File: config.mk
export PLATFORM = sky130hd
export DESIGN_NAME = pgr_recognizer
export DESIGN_NICKNAME = d
export VERILOG_FILES = /design/src/rtl/pgr_pkg.sv /design/src/rtl/pgr_term_test.sv /design/src/rtl/pgr_pred_store.sv /design/src/rtl/pgr_result.sv /design/src/rtl/pgr_recognizer.sv
export SDC_FILE = /design/constraint.sdc
export NUM_CORES = 1
export LEC_CHECK = 0
export ABC_CLOCK_PERIOD_IN_PS = 2200
export CORE_UTILIZATION = 59
export DETAILED_ROUTE_END_ITERATION = 8
export DONT_BUFFER_PORTS = 1
export PLACE_DENSITY = 0.73
export SYNTH_ARGS = -nofsm -noshare
export SYNTH_HDL_FRONTEND = slang
export SYNTH_SLANG_ARGS = --single-unit
File: constraint.sdc
create_clock -name clk -period 2.2 [get_ports clk]
set_clock_uncertainty 0.15 [all_clocks]
set_input_delay 0.44 -clock clk [delete_from_list [all_inputs] [get_ports clk]]
set_output_delay 0.44 -clock clk [all_outputs]
set_load 0.02 [all_outputs]
File: src/rtl/pgr_pkg.sv
package pgr_pkg;

    localparam int SYM_W  = 2;
    localparam int N_CELL = 9;   // one pending-prediction cell per terminal use site and origin
    localparam int N_FIN  = 4;   // one completion cell per full derivation path of S
    localparam int N_ALT  = 6;

    typedef logic [SYM_W-1:0]  sym_t;
    typedef logic [N_CELL-1:0] cell_vec_t;
    typedef logic [N_FIN-1:0]  fin_vec_t;
    typedef logic [N_ALT-1:0]  alt_mask_t;

    localparam sym_t T_A = 2'd0;
    localparam sym_t T_B = 2'd1;
    localparam sym_t T_C = 2'd2;
    localparam sym_t T_D = 2'd3;

    typedef enum logic [1:0] {PH_READ, PH_SETTLE, PH_DONE} phase_e;

    // prediction cells
    localparam int C_A_IN_A1    = 0;  // a of A->a
    localparam int C_A_IN_A2    = 1;  // a of A->ab
    localparam int C_A_IN_S2    = 2;  // a of S->aD
    localparam int C_B_IN_A2    = 3;  // b of A->ab
    localparam int C_B_IN_D1    = 4;  // b of D->bd
    localparam int C_C_AFTER_A1 = 5;  // c of S->Ac, A done via A->a
    localparam int C_C_AFTER_A2 = 6;  // c of S->Ac, A done via A->ab
    localparam int C_D_IN_D1    = 7;  // d of D->bd
    localparam int C_D_IN_D2    = 8;  // d of D->d

    // completion cells
    localparam int F_S1A1 = 0;
    localparam int F_S1A2 = 1;
    localparam int F_S2D1 = 2;
    localparam int F_S2D2 = 3;

    // confirmation mask bits
    localparam int ALT_S1 = 0;
    localparam int ALT_S2 = 1;
    localparam int ALT_A1 = 2;
    localparam int ALT_A2 = 3;
    localparam int ALT_D1 = 4;
    localparam int ALT_D2 = 5;

    typedef struct packed {
        logic      accept;
        alt_mask_t mask;
    } verdict_t;

    function automatic sym_t cell_symbol(int idx);
        case (idx)
            C_A_IN_A1, C_A_IN_A2, C_A_IN_S2: return T_A;
            C_B_IN_A2, C_B_IN_D1:            return T_B;
            C_C_AFTER_A1, C_C_AFTER_A2:      return T_C;
            default:                         return T_D;
        endcase
    endfunction

    // both S alternatives predicted at once
    function automatic cell_vec_t start_cells();
        cell_vec_t v;
        v = '0;
        v[C_A_IN_A1] = 1'b1;
        v[C_A_IN_A2] = 1'b1;
        v[C_A_IN_S2] = 1'b1;
        return v;
    endfunction

    // set terms: a matched cell fires its successors
    function automatic cell_vec_t advance_cells(cell_vec_t hit);
        cell_vec_t v;
        v = '0;
        v[C_C_AFTER_A1] = hit[C_A_IN_A1];
        v[C_B_IN_A2]    = hit[C_A_IN_A2];
        v[C_B_IN_D1]    = hit[C_A_IN_S2];
        v[C_D_IN_D2]    = hit[C_A_IN_S2];
        v[C_C_AFTER_A2] = hit[C_B_IN_A2];
        v[C_D_IN_D1]    = hit[C_B_IN_D1];
        return v;
    endfunction

    function automatic fin_vec_t finish_cells(cell_vec_t hit);
        fin_vec_t f;
        f = '0;
        f[F_S1A1] = hit[C_C_AFTER_A1];
        f[F_S1A2] = hit[C_C_AFTER_A2];
        f[F_S2D1] = hit[C_D_IN_D1];
        f[F_S2D2] = hit[C_D_IN_D2];
        return f;
    endfunction

    function automatic alt_mask_t fin_to_mask(fin_vec_t f);
        alt_mask_t m;
        m = '0;
        m[ALT_S1] = f[F_S1A1] | f[F_S1A2];
        m[ALT_S2] = f[F_S2D1] | f[F_S2D2];
        m[ALT_A1] = f[F_S1A1];
        m[ALT_A2] = f[F_S1A2];
        m[ALT_D1] = f[F_S2D1];
        m[ALT_D2] = f[F_S2D2];
        return m;
    endfunction

endpackage

File: src/rtl/pgr_term_test.sv
module pgr_term_test
    import pgr_pkg::*;
#(
    parameter int NC = N_CELL
) (
    input  logic [NC-1:0] pend,
    input  sym_t          sym,
    output logic [NC-1:0] hit
);

    // AND term per cell: pending and the arriving terminal equals its terminal
    for (genvar g = 0; g < NC; g++) begin : g_cell
        assign hit[g] = pend[g] & (sym == cell_symbol(g));
    end

endmodule

File: src/rtl/pgr_pred_store.sv
module pgr_pred_store
    import pgr_pkg::*;
(
    input  logic      clk,
    input  logic      rst,
    input  logic      capture,
    input  logic      settle,
    input  cell_vec_t hit_in,
    output cell_vec_t pend,
    output fin_vec_t  fin,
    output logic      hit_none
);

    cell_vec_t pend_q;
    cell_vec_t hit_q;
    fin_vec_t  fin_q;

    always_ff @(posedge clk) begin
        if (rst) begin
            pend_q <= start_cells();
            hit_q  <= '0;
            fin_q  <= '0;
        end else begin
            if (capture) begin
                hit_q <= hit_in;
            end
            if (settle) begin
                pend_q <= advance_cells(hit_q);
                fin_q  <= finish_cells(hit_q);
            end
        end
    end

    assign pend     = pend_q;
    assign fin      = fin_q;
    assign hit_none = (hit_q == '0);

endmodule

File: src/rtl/pgr_result.sv
module pgr_result
    import pgr_pkg::*;
(
    input  logic      clk,
    input  logic      rst,
    input  logic      finish,
    input  fin_vec_t  fin,
    input  logic      rejected,
    output logic      done,
    output verdict_t  verdict
);

    logic     done_q;
    verdict_t verdict_q;
    verdict_t verdict_d;

    always_comb begin
        verdict_d.accept = (|fin) & ~rejected;
        verdict_d.mask   = rejected ? '0 : fin_to_mask(fin);
    end

    always_ff @(posedge clk) begin
        if (rst) begin
            done_q    <= 1'b0;
            verdict_q <= '0;
        end else if (finish && !done_q) begin
            done_q    <= 1'b1;
            verdict_q <= verdict_d;
        end
    end

    assign done    = done_q;
    assign verdict = verdict_q;

endmodule

File: src/rtl/pgr_recognizer.sv
module pgr_recognizer
    import pgr_pkg::*;
(
    input  logic             clk,
    input  logic             rst,
    input  logic             sym_valid,
    output logic             sym_ready,
    input  logic [SYM_W-1:0] sym,
    input  logic             str_end,
    output logic             done,
    output logic             accept,
    output logic [N_ALT-1:0] alt_mask
);

    phase_e    phase_q;
    phase_e    phase_d;
    logic      take_sym;
    logic      take_end;
    logic      settle;
    logic      reject_q;
    logic      hit_none;
    cell_vec_t pend;
    cell_vec_t hit;
    fin_vec_t  fin;
    verdict_t  verdict;

    always_comb begin
        phase_d  = phase_q;
        take_sym = 1'b0;
        take_end = 1'b0;
        settle   = 1'b0;
        unique case (phase_q)
            PH_READ: begin
                if (str_end) begin
                    take_end = 1'b1;
                    phase_d  = PH_DONE;
                end else if (sym_valid && !reject_q) begin
                    take_sym = 1'b1;
                    phase_d  = PH_SETTLE;
                end
            end
            PH_SETTLE: begin
                settle  = 1'b1;
                phase_d = PH_READ;
            end
            default: ;
        endcase
    end

    always_ff @(posedge clk) begin
        if (rst) begin
            phase_q  <= PH_READ;
            reject_q <= 1'b0;
        end else begin
            phase_q <= phase_d;
            if (settle && hit_none) begin
                reject_q <= 1'b1;
            end
        end
    end

    pgr_term_test u_test (
        .pend (pend),
        .sym  (sym),
        .hit  (hit)
    );

    pgr_pred_store u_store (
        .clk      (clk),
        .rst      (rst),
        .capture  (take_sym),
        .settle   (settle),
        .hit_in   (hit),
        .pend     (pend),
        .fin      (fin),
        .hit_none (hit_none)
    );

    pgr_result u_result (
        .clk      (clk),
        .rst      (rst),
        .finish   (take_end),
        .fin      (fin),
        .rejected (reject_q),
        .done     (done),
        .verdict  (verdict)
    );

    assign sym_ready = (phase_q == PH_READ);
    assign accept    = verdict.accept;
    assign alt_mask  = verdict.mask;

endmodule

# After elaboration in Yosys (flattened, before gate mapping)

Cells that the tools add are included.

Output and inout bits: 9
Logic and storage cells: 47
Bits of input ports: 6
Register bits: 33

Multiplexer cells: 10
Bitwise logic cells: 13
Eq/ne operators: 5
Reduce and logical (&&, ||, !) cells: 11

Operators by type and width:

| kind                 | count |
|---|---|
| $and A1 B1 Y1        | 10 |
| $logic_not A9 Y1     | 1 |
| $mux W1              | 6 |
| $mux W6              | 1 |
| $eq A2 B1 Y1 const B | 2 |
| $eq A2 B2 Y1 const B | 2 |
| $logic_not A2 Y1     | 2 |
| $mux W2              | 2 |
| $pmux W2 S2          | 1 |
| $reduce_or A4 Y1     | 1 |
| $logic_and A1 B1 Y1  | 3 |
| $ne A3 B1 Y1 const B | 1 |
| $logic_not A1 Y1     | 2 |
| $or A1 B1 Y1         | 2 |
| $reduce_and A2 Y1    | 1 |
| $reduce_bool A2 Y1   | 1 |
| $not A1 Y1           | 1 |

# Depth between registers and ports, before layout

Gate-level depths: netlist (run 1).

Depth in word-level cells: 5
Mapped depth: 4
Depth with buffers taken out: 3

# Cells and area by module

From an unflattened synthesis (run 1), not the netlist that was laid out.

Cell total of the unflattened synthesis: 130
Area, all modules: 1249.9 um2

By module, submodules not included:

| module         | cells each | seq. area each (um2) | area each (um2) | instances |
|---|---|---|---|---|
| pgr_pred_store | 67         | 380.4                | 705.7           | 1 |
| pgr_result     | 37         | 160.2                | 325.3           | 1 |
| pgr_recognizer | 17         | 60.1                 | 148.9           | 1 |
| pgr_term_test  | 9          | 0.0                  | 70.1            | 1 |

# Worst setup path before layout (run 1)

Ideal clock, no wire load.

Path type: reg-to-reg
Start point: register u_result.done_q, in the netlist u_result.done
End point: register u_result.verdict_q, in the netlist u_result.verdict[0]
Arrival time: 1.494 ns
Stages on the path, launching flop included: 5
Buffers on the path: 1
Required time: 1.980 ns
Library setup time: 0.070 ns
Setup slack: 0.486 ns
Path through: dfxtp_1 -> or4b_1 -> buf_2 -> or3_1 -> a21oi_1

Word-level cells in the longest chain between the ends: 2

Ends and longest elaborated chain:

| item                     | line             | text |
|---|---|---|
| start: declaration       | pgr_result.sv:13 | `logic done_q;` |
| start signal: assignment | pgr_result.sv:24 | `done_q <= 1'b0;` |
| start signal: assignment | pgr_result.sv:27 | `done_q <= 1'b1;` |
| $logic_not A1 Y1         | pgr_result.sv:26 | `end else if (finish && !done_q) begin` |
| $logic_and A1 B1 Y1      | pgr_result.sv:26 |  |
| end signal: assignment   | pgr_result.sv:28 | `verdict_q <= verdict_d;` |
| end: declaration         | pgr_result.sv:14 | `verdict_t verdict_q;` |

No other way between the ends.
A chain may end at the register's enable or synchronous reset.

# Worst setup path in the final report (run 1)

Start point: register u_result.done_q, in the netlist u_result.done
End point: register u_result.verdict_q, in the netlist u_result.verdict[1]

The elaborated chain is that of the path after synthesis.

==> results of run 1 <==
power by group:
group / switching (mW) / internal, mW
clock: 0.128 / 0.101
sequential: 0.0103 / 0.441
combinational: 0.0214 / 0.0161
total: 0.160 / 0.558
layer usage:
metal / part of all wire [%] / wire length [um] / vias up
met5: 0 / 0 / -
met4: 2.4 / 42 / 0
met3: 3.0 / 52 / 5
met2: 47 / 821 / 14
met1: 47 / 826 / 351
li1: - / - / 394
kinds of logic (layout without fill, tap and decap cells):
group           Yosys count  in the layout  share of synthesized area, %
simple gates             51             51                          28.8
compound gates           31             31                          17.6
flops                    24             24                          50.0
buf+inv                   7              6                          3.64
metrics by stage:
step           hold slack (ns)  instance area [um^2]  util, %
2_1_floorplan            0.268                   961        -
3_3_place_gp             0.277                   957     63.5
3_5_place_dp             0.283                   957     63.5
4_1_cts                 0.0109                   993     65.9
5_1_grt                0.00828                   993     65.9
6_report                0.0248                   993     65.9
layout make-up:
class	instances	area [um^2]
clock buffer	4	36.3
fill	145	513
inverter	1	3.75
multi-input combinational	82	445
sequential	24	480
tap	16	20.0
timing repair buffer	1	7.51
Yosys cell counts:
cell,instances,area [um^2]
sky130_fd_sc_hd__clkbuf_1,4,15.0
sky130_fd_sc_hd__buf_2,1,5.00
sky130_fd_sc_hd__o31ai_1,1,7.51
sky130_fd_sc_hd__a21oi_1,20,100
sky130_fd_sc_hd__a2bb2oi_1,1,8.76
sky130_fd_sc_hd__nor4b_1,1,8.76
sky130_fd_sc_hd__dfxtp_1,24,480
sky130_fd_sc_hd__nand3_1,2,10.0
sky130_fd_sc_hd__nand2b_1,1,6.26
sky130_fd_sc_hd__or3_1,7,43.8
sky130_fd_sc_hd__a31oi_1,1,6.26
sky130_fd_sc_hd__buf_6,1,11.3
sky130_fd_sc_hd__or4b_2,1,10.0
sky130_fd_sc_hd__inv_1,1,3.75
sky130_fd_sc_hd__nor2b_1,1,6.26
sky130_fd_sc_hd__o21ai_0,6,30.0
sky130_fd_sc_hd__nand3b_1,7,52.6
sky130_fd_sc_hd__or4b_4,1,13.8
sky130_fd_sc_hd__a21o_1,1,7.51
sky130_fd_sc_hd__a211o_1,1,8.76
sky130_fd_sc_hd__nand2_1,19,71.3
sky130_fd_sc_hd__nor2_1,8,30.0
sky130_fd_sc_hd__and2b_1,1,7.51
sky130_fd_sc_hd__or4b_1,1,10.0
sky130_fd_sc_hd__nor4_1,1,6.26
final timing paths:
check	endpoint	cells past startpoint
max	u_result.verdict[1]$_SDFFE_PP0P_	3
min	u_store.hit_q[8]$_SDFFE_PP0P_	1
max reg2reg	u_result.verdict[1]$_SDFFE_PP0P_	3
min reg2reg	u_store.pend[2]$_SDFFE_PP1P_	1
sequential cells by signal, summed over array words and instances (netlist names):
signal / flops
u_result.verdict: 7
phase_q: 2
u_store.pend: 3
u_result.done: 1
u_store.fin: 4
u_store.hit_q: 6
reject_q: 1
worst max-delay path, cell delays in order, from the launching register on:
cell	delay, ns
sky130_fd_sc_hd__dfxtp_1	0.42
sky130_fd_sc_hd__or4b_1	0.70
sky130_fd_sc_hd__or3_1	0.40
sky130_fd_sc_hd__a21oi_1	0.14
==> summary by stage, run 1 <==
Global route
The via count of the first global-routing pass came to 666. The initial antenna violation count is 0. The maximum number of pins on one net before global-route repair is 26. The global routing usage on met3 is 3.45%. The total track usage is 21.0%. The global-route met1 utilization is 25.3%.

The fraction of met2 tracks used by global routing is 34.5%. The layer with the highest usage after global routing is met2. The first-pass GRT wire length is 2.79 mm.

The overflow left after global routing is 0.

Layout
For this run, the number of standard cells in the final layout without fillers is 128. The final net count is 119. The area added between synthesis and finish is 3.39%. 0 antenna diodes ended up in the layout. The ratio of cells with drive above 1 in the final layout is 6.25%. Leaving out fill and tap cells, the most frequent cells in the layout are 24 x sky130_fd_sc_hd__dfxtp_1, 20 x sky130_fd_sc_hd__a21oi_1, 19 x sky130_fd_sc_hd__nand2_1. The library cell used most frequently in the layout, excluding fill and tap cells, is sky130_fd_sc_hd__dfxtp_1.

STA
The setup slack after layout is 0.351 ns. After routing, the total negative slack on setup checks comes to 0 ns. The worst-case headroom to the max-slew limit is 69.8%. The final period demand of the worst path is 1.85 ns. The final count of hold timing violations is 0. For the pin with the worst max-slew slack, the measured transition is 0.452 ns. Of the available clock period, the critical path in the final layout requires 84.0%. For this run, the top clock speed supported by timing is 541 MHz. The count of pins over their slew limit is 0. Setup repair after global routing left no endpoint under its margin.

Setup violations remaining at the end of the flow were counted as 0.

Route
The detailed router finished its first iteration with 14 violations. The via total after detailed routing is 764. The count of unresolved DRC violations after routing is 0. The via-per-instance ratio is 5.97. The per-cell routed wire length is 13.6 um. The number of nets with antenna violations after detailed routing is 0. After detailed routing, the total wire length is 1.74 mm.

The pre-antenna-repair detailed-routing pass consisted of 4 iterations.

Synthesis
The number of synthesized register bits is 24. The mean area per synthesized cell is 8.50 um^2. The count of mapped cells out of synthesis is 113. The cell area after synthesis is 961 um^2. The total of warnings raised by yosys is 0.

Synthesis produced a netlist with a net count of 119. Synthesis instantiated 25 different standard cells from the library. The part of the Yosys area used for sequential elements is 50.0%.

Place
In this run, placement finished with an instance count of 124. The placer congestion estimate is 0.786. The placement-stage worst setup slack is 0.374 ns. The final HPWL from detailed placement is 1.22 mm.

Port buffering added 0 buffers.

Setup path
In this run the register-to-register setup slack is 0.35 ns. The critical path startpoint category is a register. In this run the critical register-to-register path is launched from u_result.done$_SDFFE_PP0P_. Tracing the worst setup path back leads to its startpoint at u_result.done$_SDFFE_PP0P_. The critical path in this run is classified as reg2reg.

For the worst setup path, the data arrival time is 1.96 ns. Of all nets on the critical path, the largest fanout is 10. STA puts the critical path data required time at 2.31 ns. The critical path endpoint category is a register.

CTS
The sink count of the clock tree is 24. In this run the deepest clock path goes through 2 buffers. Clock tree synthesis selected as its root buffer the cell sky130_fd_sc_hd__clkbuf_4. In this run the post-CTS setup repair buffer count came out at 0. Post-CTS repair changed the size of 0 cells.

Clock-pin slew was measured on the worst setup and hold paths at 0.13 ns. The TritonCTS clock tree is yes. Buffers inserted to repair hold after CTS numbered 0. The number of buffers inserted during clock tree synthesis is 3.

CTS built an H-tree with a depth of 1. The later pin in the worst-skew pair is clocked with a latency of 0.31 ns.

Floorplan
The total area inside the core boundary comes to 1510 um^2. The floorplan step set the die height to 42.4 um. The top-level port count is 15.

The die covers 1790 um^2. Row generation in the floorplan step produced 14 rows. Once the floorplan was initialized, standard cells occupied 63.8% of the core. The width of the die is 42.4 um.

Run status
The flow ran to the end, and the final reports show no timing, DRC or antenna violations.

Power and ir drop
Power comes to 718 uW. For this design the ratio of total power to cell area is 723 nW/um^2. Across the VDD grid, the largest voltage drop is 0.564 mV. The static power due to leakage is 0.309 nW.

Hold path
The class of the tightest hold or removal check is in2reg. The start point of the worst hold path is rst.

Run
The count of maximum capacitance violations is 0.
No activity file was read; power rests on OpenSTA's default activity.
==> run 2: changes to the inputs <==
Settings changed: ABC_AREA from default to 1, ABC_CLOCK_PERIOD_IN_PS 2200 to 1800.
Clock period 2.2 ns to 1.8 ns, I/O delays scaled along.
==> run 2 against run 1 <==
Routed wire length shrank 3.8%; critical path type is now reg2out; critical endpoint is now sym_ready; largest cell class unchanged; sequential power up 31%; sequential share of layout area fell by 2.6 points; worst setup slack worse by 0.015 ns.
==> summary by stage, run 2 <==
Power and ir drop
VDD sags by at most 0.624 mV. Combinational cells account for 11.0% of the total power. The fraction of power spent switching nets is 24.0%. The fraction of power consumed by the clock network is 34.7%. The power share of the sequential group is 54.3%. The total power divided by cell area is 1030 nW/um^2. In this run the power spent charging and discharging nets is 261 uW. The internal power is 826 uW.

The static power due to leakage is 0.457 nW.

Layout
The filler cells instantiated in the layout total 135. From synthesis to final layout, the design area changed by 6.73%. Measured on the finished design, the core utilization comes to 69.0%. The final net count is 141. The number of flip-flops under the largest register name is 7. The most common cell after layout, fill and taps aside is sky130_fd_sc_hd__nor2_1. The ratio of cells with drive above 1 in the final layout is 8.96%.

In the layout the commonest cells are 28 x sky130_fd_sc_hd__nor2_1, 25 x sky130_fd_sc_hd__nand2_1, 24 x sky130_fd_sc_hd__dfxtp_1. The count of inserted antenna diode cells is 0.

STA
Setup total negative slack on the finished layout was measured at 0 ns. Setup repair after global routing left no endpoint under its margin. The final count of hold timing violations is 0.

The final number of setup-violating endpoints is 0. The fraction of the cycle the final worst path needs is 81.3%. The maximum clock rate is 683 MHz. For the pin with the worst max-slew slack, the measured transition is 0.467 ns. The worst pin sits at a relative slew slack of 68.7%.

The count of pins over their slew limit came to 0. The hold slack is 0.0667 ns. The final period demand of the worst path is 1.46 ns.

Route
In this run the remaining antenna-violating nets after routing total 0. The first detailed-routing pass took 4 iterations. The via total after detailed routing is 784. In this run, the number of DRC markers left after iteration 0 of detailed routing was 18. The per-cell routed wire length is 11.2 um. In the routed layout, each cell is associated on average with a via count of 5.23. The routed wire length is 1.68 mm. In the routed design, unresolved DRC markers number 0.

Setup path
The kind of cell with the highest combined delay along the critical path is flip-flops. The data required time at the worst endpoint is 1.29 ns. In this run the worst path has a maximum fanout of 4.

The signal on the critical path passes through nor2_4. The worst path arrival time is 0.95 ns. The worst-path cell with the longest stage delay is sky130_fd_sc_hd__dfxtp_1. The path type of the worst setup path is reg2out. The buffers plus inverters on the worst setup path is 0.

The longest individual stage delay on the worst path is 0.37 ns. The worst setup path is captured at an output port. The worst setup path is launched from a register.

Floorplan
The initial cell density of the core is 64.6%. The width of the die is 42.9 um. The die extent in y is 42.9 um.

The total core area is 1520 um^2. The top-level port count is 15. The number of placement rows is 14. The floorplan step defined a die boundary enclosing 1840 um^2.

Global route
The global-route met1 utilization is 28.6%. The initial antenna violation count came to 0. Global routing used 20.8% of the available tracks. The global routing usage on met3 is 3.83%. The layer with the highest usage after global routing is met2. In the global route stage, met2 resource usage came out at 31.8%.

The first-pass GRT wire length is 2.95 mm. The via count of the first global-routing pass came to 686. The total overflow left after global routing is 0. Entering global routing, the biggest net connects 15 pins.

Place
The final HPWL from detailed placement is 1.22 mm. At the end of routability-driven placement, the weighted congestion stood at 0.741. Input and output buffers added on the ports amount to 0.

Synthesis
The number of nets produced by synthesis is 138. sky130_fd_sc_hd__nor2_1 is the most common cell in the netlist. In the post-synthesis netlist, the biggest area contributors are sky130_fd_sc_hd__dfxtp_1 49%, sky130_fd_sc_hd__nor2_1 11%, sky130_fd_sc_hd__nand2_1 9.5%. In the synthesized netlist, the cells that appear most often are 28 x sky130_fd_sc_hd__nor2_1, 25 x sky130_fd_sc_hd__nand2_1, 24 x sky130_fd_sc_hd__dfxtp_1.

The synthesized design spends more area on one cell type than any other, namely sky130_fd_sc_hd__dfxtp_1. Sequential cells were found to cover 48.8% of the synthesized design area. In this run the cell area of the synthesized design comes to 985 um^2. In this run the mean area of a mapped cell was 7.46 um^2.

The distinct cell type count after synthesis is 20. The most frequently used flop master after synthesis is sky130_fd_sc_hd__dfxtp_1. The number of synthesized flops with an enable pin is 0. For this run, the number of Yosys warnings is 0.

For this run, asynchronously set or reset flops after synthesis account for 0%. In the synthesized netlist, the number of instances is 132. The number of synthesized register bits is 24. After synthesis, the largest area contributor takes up 48.8% of total cell area.

CTS
The cell at the root of the clock tree is sky130_fd_sc_hd__clkbuf_4. The TritonCTS clock tree is yes. After clock tree synthesis, the setup repair step added 0 buffers. The sink count of the clock tree is 24. The insertion delay to the later sink of the worst-skew pair is 0.30 ns.

The clock edge transition at the registers on the reported setup and hold paths is 0.12 ns. The deepest level of the CTS H-tree is 1. The longest clock path from root to sink contains 2 buffers. In this run, CTS created clock tree buffers numbering 3.

Run
The count of maximum capacitance violations is 0.

Run status
The run finished with clean final reports.

Hold path
The class of the tightest hold or removal check is in2reg.
run 2: changes by cell type in the layout (fill, tap and decap cells not counted), sizes merged, moves of 3 or more:
| cell | previous run | this run |
|---|---|---|
| nor2 | 8 | 30 |
| inv | 1 | 15 |
| nand2 | 19 | 27 |
| nand3b | 7 | 0 |
| or3 | 7 | 0 |
| a21oi | 20 | 14 |
| nand3 | 2 | 5 |
| nor3 | 0 | 3 |
| o21ai | 6 | 9 |
| or4b | 3 | 0 |
run 2: power by group through the flow:
stage               Combinational, mW  Clock [mW]  Sequential [mW]
floorplan                       0.104           0            0.596
global placement                0.112           0            0.600
detailed placement              0.115           0            0.601
CTS                             0.121       0.385            0.589
global route                    0.139       0.406            0.594
finish                          0.120       0.377            0.590
run 2: what timing repair did:
item                      4_1_cts  5_1_grt
hold endpoints to repair       12        0
gates resized for setup         0        0
hold buffers                    1        0
run 2: worst paths after layout:
kind | slack [ns] | end | startpoint | cells past startpoint
setup / recovery | 0.34 | sym_ready | phase_q[1]$_SDFFE_PP0P_ | 1
hold / removal | 0.07 | u_result.done$_SDFFE_PP0P_ | str_end | 2
setup reg to reg | 0.42 | u_store.hit_q[2]$_SDFFE_PP0P_ | phase_q[1]$_SDFFE_PP0P_ | 6
hold reg to reg | 0.33 | u_store.fin[3]$_SDFFE_PP0P_ | u_store.fin[3]$_SDFFE_PP0P_ | 2
run 2: layer usage:
layer / routed length [um] / up-vias / part of all wire (%)
met5: 0 / - / 0
met1: 798 / 340 / 48
met3: 68 / 4 / 4.1
met2: 789 / 23 / 47
met4: 19 / 0 / 1.1
li1: - / 417 / -
run 2: cells by family after synthesis:
logic type | count (synthesis) | share of synthesized area, %
AOI/OAI and AO/OA | 24 | 12.8
and+or+nand+nor | 65 | 30.5
buffers and inverters | 19 | 7.88
DFF | 24 | 48.8
run 2: area by class of cell:
cell class / count / area [um^2] / share of cell area (%)
clock buffer: 3 / 22.5 / 2.14
clock inverter: 1 / 30.0 / 2.86
inverter: 16 / 61.3 / 5.83
multi-input combinational: 89 / 427 / 40.6
sequential: 24 / 480 / 45.7
tap: 16 / 20.0 / 1.90
timing repair buffer: 1 / 10.0 / 0.952
run 2: stage by stage:
step                      instance area, um^2  setup WS [ns]  total power, mW  instances
final                                    1050          0.337             1.09        150
after global routing                     1050          0.295             1.14        150
after CTS                                1050          0.338             1.10        150
after detailed placement                  988          0.448            0.716        145
after global placement                    988          0.478            0.712        145
after floorplan                           985          0.548            0.700        132
==> run 3: changes to the inputs <==
Settings changed: ABC_CLOCK_PERIOD_IN_PS 1800 to 1500.
Clock period 1.8 ns to 1.5 ns, I/O delays scaled along.
==> run 3 against run 2 <==
Worst hold slack got worse by 0.058 ns; core utilization rose by 1.3 points; critical path depth rose by 1; clock-buffer cell count did not move; critical endpoint unchanged; worst setup slack got worse by 0.29 ns; non-clock buffer count rose by 2; die area did not move; global-route usage fell by 0.73 points.
==> summary by stage, run 3 (synthesis results as in run 2) <==
Run
The tool flagged a number of max-cap violations equal to 0.

Route
The per-cell routed wire length is 10.7 um. Dividing the detail-routed via count by the number of cells gives 5.18. The count of unresolved DRC violations after routing is 0. Wires add up to 1.63 mm. In this run the remaining antenna-violating nets after routing total 0. The via total after detailed routing is 787. For this block, the initial DRC count from the detailed router was 5.

The total iterations of the first detailed-routing run is 4.

STA
Setup violations remaining at the end of the flow were counted as 0. The fraction of the cycle the final worst path needs is 96.8%. The transition time at the pin with the least slew margin is 0.435 ns.

The count of pins over their slew limit is 0. The maximum clock rate is 689 MHz. The smallest clock period supported by the final layout is computed as 1.45 ns. The final count of hold timing violations was 0. In this run the tightest slew margin relative to its limit is 70.9%. Setup repair after global routing left no endpoint under its margin. Setup total negative slack on the finished layout was measured at 0 ns.

Place
The placed instances occupy a cell area of 1000 um^2. The wire-length estimate of the detail-placed layout is 1.20 mm. The placer congestion estimate is 0.742. The quantity of I/O buffers inserted on ports is 0.

Layout
After routing the design area is 1070 um^2. The filler cell count in the final layout is 155. The most common cell after layout, fill and taps aside is sky130_fd_sc_hd__nor2_1.

The final net count is 143. The storage element area is 482 um^2. Relative to the synthesized area, the layout overhead comes to 8.77%.

For this run, the share of the core covered by cells in the final layout is 70.3%. The multi-input combinational cell area is 427 um^2. The post-route netlist has 11.0% of its cells at a drive strength greater than 1. Leaving out fill and tap cells, the most frequent cells in the layout are 28 x sky130_fd_sc_hd__nor2_1, 25 x sky130_fd_sc_hd__nand2_1, 23 x sky130_fd_sc_hd__dfxtp_1. The count of inserted antenna diode cells is 0. The number of flip-flops under the largest register name is 7.

Power and ir drop
The worst voltage drop across the vdd grid is 0.800 mV. The internal power is 1.00 mW. In this run the power spent charging and discharging nets is 311 uW. For this design the ratio of total power to cell area is 1220 nW/um^2. The fraction of power spent switching nets is 23.7%. The static power due to leakage is 0.469 nW.

The power share of the sequential group is 53.7%. The clock network accounts for 34.3% of the total power. The proportion of power drawn by combinational gates is 12.0%.

Global route
The overflow left after global routing is 0. The maximum number of pins on one net before global-route repair is 15. The initial antenna violation count was 0.

The first-pass GRT wire length is 2.74 mm. In the global route stage, overall resource usage came out at 20.1%. The via count of the first global-routing pass is 694.

CTS
The clock passes through at most 2 buffers. CTS placed an instance of sky130_fd_sc_hd__clkbuf_4 at the clock tree root. The tree built by TritonCTS fans out to 24 sinks.

The deepest level of the CTS H-tree is 1. The TritonCTS clock tree is yes. The insertion delay to the later sink of the worst-skew pair is 0.30 ns. In this run, CTS created clock tree buffers numbering 3. Clock-pin slew was measured on the worst setup and hold paths at 0.12 ns.

Setup path
The worst setup path is of the reg2out kind. Walking the worst path, the cells encountered are nor2_4 > buf_6. The data required time at the worst endpoint is 1.05 ns. In this run the worst path has a maximum fanout of 4. The worst setup path is captured at an output port.

The longest individual stage delay on the worst path is 0.36 ns. At the worst endpoint, the arrival time is 1.00 ns. The worst-path cell with the longest stage delay is sky130_fd_sc_hd__dfxtp_2. The minimum setup slack among reg-to-reg paths is 0.21 ns. The worst setup path is launched from a register.

Hold path
The class of the tightest hold or removal check is in2reg.

Run status
The flow ran to the end, and the final reports show no timing, DRC or antenna violations.

Floorplan
The floorplan step set the die width to 42.9 um. Row generation in the floorplan step produced 14 rows. The floorplan step defined a die boundary enclosing 1840 um^2. The initial cell density of the core is 64.6%. The die extent in y is 42.9 um. The total core area is 1520 um^2. The top-level port count is 15.
-- run 3: final cells by class --
cell class / instances / area share (%)
Clock buffer: 3 / 2.10
Inverter: 16 / 5.72
Multi-Input combinational cell: 89 / 39.8
Sequential cell: 24 / 45.0
Clock inverter: 1 / 2.80
Tap cell: 16 / 1.87
Timing Repair Buffer: 3 / 2.69
-- run 3: routing by layer --
| metal | global-route usage (%) | share of wire, % |
|---|---|---|
| met1 | 23.2 | 46 |
| met2 | 35.2 | 49 |
| met3 | 3.83 | 3.6 |
| met4 | 9.38 | 1.2 |
| met5 | 0 | 0 |
-- run 3: repair_timing --
| item | in CTS | in global routing |
|---|---|---|
| gates resized for setup | 0 | 2 |
| setup buffers | 0 | 0 |
| endpoints found under the setup margin | 0 | 1 |
| hold buffers | 1 | 0 |
| endpoints found under the hold margin | 12 | 0 |
-- run 3: worst max-delay path: cells and delay by family, from the launching register on --
| family | cells | cell delay, ns |
|---|---|---|
| buf+inv | 1 | 0.15 |
| simple gates | 1 | 0.19 |
| flops | 1 | 0.36 |
-- run 3: worst paths after layout --
kind                                    start                     endpoint  depth (start not counted)
hold reg to reg   u_store.fin[3]$_SDFFE_PP0P_  u_store.fin[3]$_SDFFE_PP0P_                          2
hold / removal                        str_end      phase_q[1]$_SDFFE_PP0P_                          2
setup reg to reg      phase_q[1]$_SDFFE_PP0P_        reject_q$_SDFFE_PP0P_                          5
setup / recovery      phase_q[0]$_SDFFE_PP0P_                    sym_ready                          2
-- run 3: power groups by stage --
stage	Sequential [mW]	Combinational [mW]	Clock, mW
after global routing	0.709	0.179	0.484
final	0.704	0.157	0.450
after global placement	0.717	0.146	0
after floorplan	0.716	0.125	0
after detailed placement	0.718	0.149	0
after CTS	0.703	0.156	0.457
-- run 3: per-stage QoR --
| stage | instances | total power, mW | setup WS, ns | hold WS (ns) |
|---|---|---|---|---|
| global route | 152 | 1.37 | 0.00233 | 0.0156 |
| floorplan | 132 | 0.840 | 0.248 | 0.219 |
| global placement | 147 | 0.863 | 0.270 | 0.214 |
| CTS | 152 | 1.32 | 0.00726 | 0.00909 |
| finish | 152 | 1.31 | 0.0479 | 0.00918 |
| detailed placement | 147 | 0.867 | 0.238 | 0.215 |
